<file path="src/rtl/burst_frame_encoder.sv">
module burst_frame_encoder #(
  parameter int SYNC_LEN    = 252,
  parameter int REPEATS     = 4,
  parameter int DUTY_PERIOD = 182
) (
  input  logic         clk,
  input  logic         rst_n,
  input  logic         bit_tick,
  input  logic         start,
  input  logic         stop,
  input  logic [127:0] msg,
  input  logic         cont_mode,
  input  logic         duty_en,
  output logic         ser_out,
  output logic         tx_en,
  output logic         done
);
  localparam int SCW = $clog2(SYNC_LEN);
  localparam int RW  = $clog2(REPEATS) + 1;
  localparam int DCW = $clog2(DUTY_PERIOD);

  logic           busy_q, sync_q, cont_q, duty_q, stop_q, done_q;
  logic [SCW-1:0] scnt_q;
  logic [3:0]     word_q, pos_q;
  logic [RW-1:0]  rep_q;
  logic [DCW-1:0] dcnt_q;
  logic [127:0]   msg_q;

  logic [7:0]  byte_sel;
  logic [13:0] word_bits;
  logic        sync_last, data_last, finish;

  assign byte_sel  = msg_q[127 - 8*int'(word_q) -: 8];
  assign word_bits = {byte_sel, word_q, ^byte_sel, ^word_q};
  assign sync_last = sync_q && scnt_q == SCW'(SYNC_LEN - 1);
  assign data_last = !sync_q && word_q == 4'd15 && pos_q == 4'd13;
  assign finish    = busy_q && bit_tick && data_last &&
                     (cont_q ? (stop_q || stop) : rep_q == RW'(REPEATS - 1));

  assign ser_out = busy_q && (sync_q ? scnt_q[0] : word_bits[4'd13 - pos_q]);
  assign tx_en   = busy_q && (!duty_q || dcnt_q < DCW'(DUTY_PERIOD / 2));
  assign done    = done_q;

  always_ff @(posedge clk or negedge rst_n) begin
    if (!rst_n) begin
      busy_q <= 1'b0;
      sync_q <= 1'b0;
      cont_q <= 1'b0;
      duty_q <= 1'b0;
      stop_q <= 1'b0;
      done_q <= 1'b0;
      scnt_q <= '0;
      word_q <= '0;
      pos_q  <= '0;
      rep_q  <= '0;
      dcnt_q <= '0;
      msg_q  <= '0;
    end else begin
      done_q <= finish;
      if (!busy_q) begin
        if (start) begin
          busy_q <= 1'b1;
          sync_q <= 1'b1;
          scnt_q <= '0;
          word_q <= '0;
          pos_q  <= '0;
          rep_q  <= '0;
          dcnt_q <= '0;
          stop_q <= 1'b0;
          msg_q  <= msg;
          cont_q <= cont_mode;
          duty_q <= duty_en;
        end
      end else begin
        if (cont_q && stop) stop_q <= 1'b1;
        if (bit_tick) begin
          dcnt_q <= (dcnt_q == DCW'(DUTY_PERIOD - 1)) ? '0 : dcnt_q + 1'b1;
          if (sync_q) begin
            if (sync_last) begin
              sync_q <= 1'b0;
              word_q <= '0;
              pos_q  <= '0;
            end else begin
              scnt_q <= scnt_q + 1'b1;
            end
          end else if (pos_q == 4'd13) begin
            pos_q <= '0;
            if (word_q == 4'd15) begin
              if (finish) begin
                busy_q <= 1'b0;
              end else begin
                sync_q <= 1'b1;
                scnt_q <= '0;
                rep_q  <= rep_q + 1'b1;
              end
            end else begin
              word_q <= word_q + 1'b1;
            end
          end else begin
            pos_q <= pos_q + 1'b1;
          end
        end
      end
    end
  end
endmodule

</file>
<file path="config.mk">
export PLATFORM = sky130hd
export DESIGN_NAME = burst_frame_encoder
export DESIGN_NICKNAME = d
export VERILOG_FILES = /design/src/rtl/burst_frame_encoder.sv
export SDC_FILE = /design/constraint.sdc
export NUM_CORES = 1
export LEC_CHECK = 0
export CAP_MARGIN = 20
export CORE_ASPECT_RATIO = 0.9
export CORE_MARGIN = 8
export CORE_UTILIZATION = 48
export DETAILED_ROUTE_END_ITERATION = 7
export GPL_ROUTABILITY_DRIVEN = 0
export GPL_TIMING_DRIVEN = 0
export PLACE_DENSITY = 0.83
export SLEW_MARGIN = 5
export SYNTH_ARGS = -nofsm -noshare
export SYNTH_HDL_FRONTEND = slang
export SYNTH_SLANG_ARGS = --single-unit
</file>
<file path="constraint.sdc">
create_clock -name clk -period 2.7 [get_ports clk]
set_input_delay 0.675 -clock clk [delete_from_list [all_inputs] [get_ports clk]]
set_output_delay 0.675 -clock clk [all_outputs]
set_load 0.02 [all_outputs]
</file>
### Word level (Yosys, flattened, before mapping)

Cells that the tools add are included.

| cells by class | value |
|---|---|
| reduce and logical (&&, ||, !) cells | 23 |
| shifts and indexed selects | 1 |
| $add $sub $neg | 7 |
| equality and inequality tests | 17 |
| multiplexer cells | 50 |
| magnitude comparators | 2 |
| bitwise logic cells | 1 |

Operators with widths:

| cell | count |
|---|---|
| variable part select 135 x 8 -> 8 bit | 1 |
| two-way mux 8 bit | 11 |
| two-way mux 4 bit | 11 |
| two-way mux 3 bit | 7 |
| two-way mux 1 bit | 20 |
| adder 8 x 1 -> 8 bit (second input constant) | 2 |
| equality test 8 bit (second input constant) | 2 |
| AND reduction 6 bit | 2 |
| logical AND 1 bit | 9 |
| inequality test 3 bit (second input constant) | 3 |
| adder 4 x 1 -> 4 bit (second input constant) | 2 |
| equality test 4 bit (second input constant) | 2 |
| < comparator 8 x 7 -> 1 bit (second input constant) | 1 |
| XOR reduction 8 bit | 1 |
| subtractor 7 x 7 -> 8 bit (first input constant) | 1 |
| inequality test 2 x 1 -> 1 bit (second input constant) | 3 |
| inequality test 2 bit (second input constant) | 3 |
| inequality test 3 x 1 -> 1 bit (second input constant) | 2 |
| AND reduction 2 bit | 3 |
| < comparator 4 x 5 -> 1 bit (second input constant) | 1 |
| AND reduction 5 bit | 1 |
| binary-select mux 1 bit (select 4 bit) | 1 |
| XOR reduction 4 bit | 1 |
| subtractor 4 bit (first input constant) | 1 |
| other kinds (8) | 10 |

| word-level totals | value |
|---|---|
| input port bits | 135 |
| register bits after elaboration | 161 |
| output and inout bits | 3 |

### Depth between registers and ports, before layout

| logic depth | value |
|---|---|
| depth after elaboration | 11 |
| mapped depth | 11 |
| mapped depth without buffers | 8 |

### Worst setup path after synthesis

OpenSTA, ideal clock, no wires.

| timing path | value |
|---|---|
| path kind | reg2out |
| start | reg word_q[1] |
| end | out ser_out |
| required time | 2.025 ns |
| arrival | 2.385 ns |
| setup slack | -0.360 ns |
| cell stages (with the launch flop) | 12 |
| path through | dfrtp_1 buf_2 and2_1 buf_2 buf_6 a221oi_2 o21ai_0 nand2_1 mux4_2 nand3_1 a32o_2 a41oi_1 |

| on the way | value |
|---|---|
| cells in the longest elaborated chain, start to end | 7 |
| elaborated cells between the ends (all ways) | 8 |
| classes of those cells | add/sub: 1; shift: 1; mux: 3; reduce/logical: 3 |

Ends and longest elaborated chain:

| what | RTL line | text |
|---|---|---|
| from (decl) | 24 | `logic [3:0] word_q, pos_q;` |
| from (signal assigned) | 97 | `word_q <= word_q + 1'b1;` |
| subtractor 7 x 7 -> 8 bit | 33 | `assign byte_sel = msg_q[127 - 8*int'(word_q) -: 8];` |
| variable part select 135 x 8 -> 8 bit | 33 |  |
| XOR reduction 8 bit | 34 | `assign word_bits = {byte_sel, word_q, ^byte_sel, ^word_q};` |
| binary-select mux 1 bit (select 4 bit) * | 40 | `assign ser_out = busy_q && (sync_q ? scnt_q[0] : word_bits[4'd13 - pos_q]);` |
| two-way mux 1 bit (not written as such) * | 40 |  |
| two-way mux 1 bit * | 40 |  |
| logical AND 1 bit * | 40 |  |
| to (decl) | 14 | `output logic ser_out,` |

Every way passes the cells marked *; elsewhere a longest branch is shown, timed or not. The select of a mux whose other input is x is not followed.

### Final worst setup path

Ends and elaborated chain as after synthesis.

==> impl_results.rst <==
.. list-table::
   :header-rows: 1

   * - Metric
     - Value
   * - Violated checks
     - setup timing
   * - Post-route worst hold slack
     - 0.214 ns
   * - Maximum number of pins on one net before global-route repair
     - 93
   * - Setup slack of the worst register-to-register path
     - 0.21 ns
   * - Fraction of power consumed by sequential logic
     - 0.408
   * - Number of flops mapped to enable cells by yosys
     - 0
   * - Total Negative Setup Slacks
     - -1.04 ns
   * - Die Height
     - 137 um
   * - Post-route setup slack
     - -1.04 ns
   * - Htree depth
     - 4
   * - Cell at the root of the clock tree
     - sky130_fd_sc_hd__clkbuf_16
   * - Cell area after synthesis
     - 7800 um2
   * - Count of nets left with antenna violations after detail routing
     - 0
   * - Final setup violation count
     - 1
   * - DRC violation count after routing
     - 0
   * - Time the final worst path needs with I/O delays and setup
     - 3.74 ns
   * - Largest area contributor in the synthesized netlist
     - sky130_fd_sc_hd__dfrtp_1
   * - Share of the clock period used by the worst path
     - 1.38
   * - Initial antenna violation count
     - 0
   * - Critical Path Start Type
     - flop
   * - Standby leakage power
     - 4.33 nW
   * - Clock latency of the later-clocked register in the worst-skew pair
     - 0.43 ns
   * - Final Max Tran Viols
     - 0
   * - Number of input and output port buffers inserted
     - 137
   * - Filler Cells Inserted
     - 1110
   * - Max-capacitance violation count
     - 0
   * - Initial detailed-routing violation count
     - 400
   * - Routed length per instance
     - 21.2 um
   * - Share of final-layout standard cells stronger than drive strength 1
     - 0.337
   * - Kind of critical path
     - flop to output pin
   * - Detailed-router iteration count before antenna repair
     - 5
   * - Remaining max-slew budget at the tightest pin
     - 0.318
   * - Count of vias placed by the detailed router
     - 5577
   * - Ant diodes
     - 0
   * - Half-perimeter wire length after placement
     - 15.0 mm
   * - Actual transition at the worst max-transition pin
     - 1.02 ns
   * - Count of mapped cells out of synthesis
     - 586
   * - Maximum count of clock buffers along a single path
     - 2
   * - Total I/O pin count
     - 138
   * - Part of the Yosys area used for sequential elements
     - 0.516
   * - Crit. End Element
     - output pin
   * - Placement-stage worst setup slack
     - -1.12 ns
   * - Highest net fanout along the worst path
     - 10
   * - Clock-pin slew of the registers on the worst-case setup and hold paths
     - 0.06 ns
   * - Total power density per cell area
     - 696 nW/um2
   * - Core Rows
     - 44
   * - Data arrival time at the worst-slack endpoint
     - 3.06 ns
   * - Number of different library cells in the post-synthesis netlist
     - 47
   * - Die outline area
     - 20600 um2
   * - Number of cells traversed by the worst register-to-register path
     - 9
   * - Clock Skew
     - 0.0153 ns
   * - Endpoint of the worst register-to-register path
     - scnt_q[4]
   * - Post-synth top area share
     - 0.516
   * - Number of global-route vias before repair
     - 6024
   * - Total gr overflow
     - 0
   * - Placeable core region
     - 16000 um2
   * - Drt via density
     - 5.74
   * - Post-synthesis sequential element count
     - 161
   * - Global-route wire length before repair
     - 32.2 mm
   * - Setup repair after global routing missed its margin
     - yes
   * - Power Internal
     - 5.11 mW
   * - Net count after synthesis
     - 732
   * - Run status
     - complete, but fails checks
   * - GRT Overall Usage
     - 0.205
   * - Die extent in x
     - 150 um
   * - Cell types occupying the most area after synthesis
     - sky130_fd_sc_hd__dfrtp_1, sky130_fd_sc_hd__mux2_2, sky130_fd_sc_hd__mux4_2
   * - Number of warnings reported in the yosys synthesis log
     - 0
   * - Most common flop cell mapped by yosys
     - sky130_fd_sc_hd__dfrtp_1
   * - Number of buffers inserted during clock tree synthesis
     - 17
   * - Async SR Flop Fraction
     - 1.00
   * - Crit path required time
     - 2.03 ns
   * - Critical R2R Launch
     - pos_q[1]
   * - Synth-to-Final Area Change
     - 33.3%
   * - Peak ir drop on the vdd network
     - 556 uV
   * - Part of the power in the clock network
     - 0.313
   * - Clock sink count
     - 161
   * - Final count of hold timing violations
     - 0
   * - Leading cell type by number of instances after synthesis
     - sky130_fd_sc_hd__dfrtp_1
   * - Initial core utilization
     - 0.487
   * - Hold bufs inserted after CTS
     - 0
   * - Hold/Removal Path Class
     - primary input to asynchronous set/reset pin
   * - Most frequent cells after synthesis
     - sky130_fd_sc_hd__dfrtp_1, sky130_fd_sc_hd__mux2_2, sky130_fd_sc_hd__mux2i_1, sky130_fd_sc_hd__o21ai_0, sky130_fd_sc_hd__nand2_1
   * - Switching fraction of total power
     - 0.295
   * - Wirelength, routed
     - 20.6 mm
   * - Sw Pwr
     - 2.13 mW
   * - Power share of the combinational group
     - 0.279
   * - Max Freq
     - 268 MHz
   * - Post-layout net count
     - 899
   * - TritonCTS clock tree
     - built
   * - Syn_area_per_cell
     - 13.3 um2
[repair_timing]
item,4_1_cts,5_1_grt
endpoints found under the setup margin,42,77
resized for setup,38,35
pin swaps,10,7
buffers inserted,10,1
[layout by cell type (no fill, tap or decap), drive strengths merged, types with 2 or more instances in the layout]
cell / count
dfrtp: 161
o21ai: 33
clkinv: 9
inv: 13
mux2: 132
nand3: 11
buf: 26
nand2b: 2
o31ai: 2
xor2: 7
clkbuf: 41
nor2: 20
nand2: 31
mux2i: 32
xnor2: 10
o21a: 2
ha: 11
a22oi: 8
a21oi: 11
a221oi: 16
nor2b: 4
nand4: 8
clkdlybuf4s50: 134
and2: 2
mux4: 18
o211ai: 2
or3: 2
[metrics by stage]
| stage | utilization | power [mW] | instance area [um2] | instances |
|---|---|---|---|---|
| after floorplan | - | 4.10 | 7830 | 586 |
| after global placement | 0.591 | 4.65 | 9460 | 930 |
| after detailed placement | 0.593 | 4.73 | 9500 | 931 |
| after CTS | 0.641 | 7.18 | 10300 | 971 |
| after global routing | 0.649 | 7.55 | 10400 | 972 |
| final | 0.649 | 7.24 | 10400 | 972 |
[area by class of cell]
| cell class | instances | area (um2) | area share |
|---|---|---|---|
| multi-input cells | 379 | 3770 | 0.363 |
| repair buffers | 149 | 1500 | 0.144 |
| inverters | 12 | 46.3 | 0.00445 |
| clock buffers | 19 | 443 | 0.0426 |
| plain buffers | 33 | 240 | 0.0231 |
| clock inverters | 12 | 110 | 0.0106 |
| well taps | 207 | 259 | 0.0249 |
| flip-flops and latches | 161 | 4030 | 0.387 |
[sequential cells by signal, summed over array words and instances (netlist names), 3 cells and up]
| name | cells |
|---|---|
| scnt_q | 8 |
| word_q | 4 |
| pos_q | 4 |
| rep_q | 3 |
| msg_q | 128 |
| dcnt_q | 8 |
[how the worst max path moves through the flow]
stage / start / end / slack (ns)
after global placement: rst_n / msg_q[36] / -5.14
final: word_q[1] / ser_out / -1.04
after floorplan: word_q[0] / ser_out / -0.22
after global routing: word_q[1] / ser_out / -1.12
after CTS: word_q[0] / ser_out / -0.98
after detailed placement: word_q[0] / ser_out / -1.12
[per-layer routing]
metal | global-route usage | up-vias | wire (um)
met5 | 0 | - | 0
met4 | 0.0610 | 0 | 356
met3 | 0.0628 | 21 | 1360
met2 | 0.328 | 206 | 9940
met1 | 0.264 | 2856 | 8950
li1 | - | 2494 | -
[cell families after synthesis]
family | count (synthesis) | share of synthesized area
mux | 182 | 0.283
flops | 161 | 0.516
simple gates | 87 | 0.0553
compound gates | 82 | 0.0781
buf+inv | 46 | 0.0301
xor+xnor | 17 | 0.0191
fa+ha+maj | 11 | 0.0176
[worst max-delay path, cell delays in order (launching register included)]
cell and delay (ns):
sky130_fd_sc_hd__dfrtp_1 0.42, sky130_fd_sc_hd__buf_6 0.15, sky130_fd_sc_hd__and2_1 0.15, sky130_fd_sc_hd__clkbuf_4 0.19
sky130_fd_sc_hd__buf_8 0.18, sky130_fd_sc_hd__a221oi_4 0.30, sky130_fd_sc_hd__o21ai_0 0.12, sky130_fd_sc_hd__nand2_1 0.10
sky130_fd_sc_hd__mux4_2 0.26, sky130_fd_sc_hd__nand3_1 0.09, sky130_fd_sc_hd__a32o_2 0.30, sky130_fd_sc_hd__a41oi_4 0.22
sky130_fd_sc_hd__buf_6 0.15
[power groups by stage]
stage / clock, mW / combinational [mW] / sequential (mW)
2_1_floorplan: 0 / 1.20 / 2.90
3_3_place_gp: 0 / 1.71 / 2.95
3_5_place_dp: 0 / 1.76 / 2.97
4_1_cts: 2.31 / 1.93 / 2.94
5_1_grt: 2.41 / 2.15 / 2.99
6_report: 2.27 / 2.02 / 2.95
No activity file was read; power rests on OpenSTA's default activity.
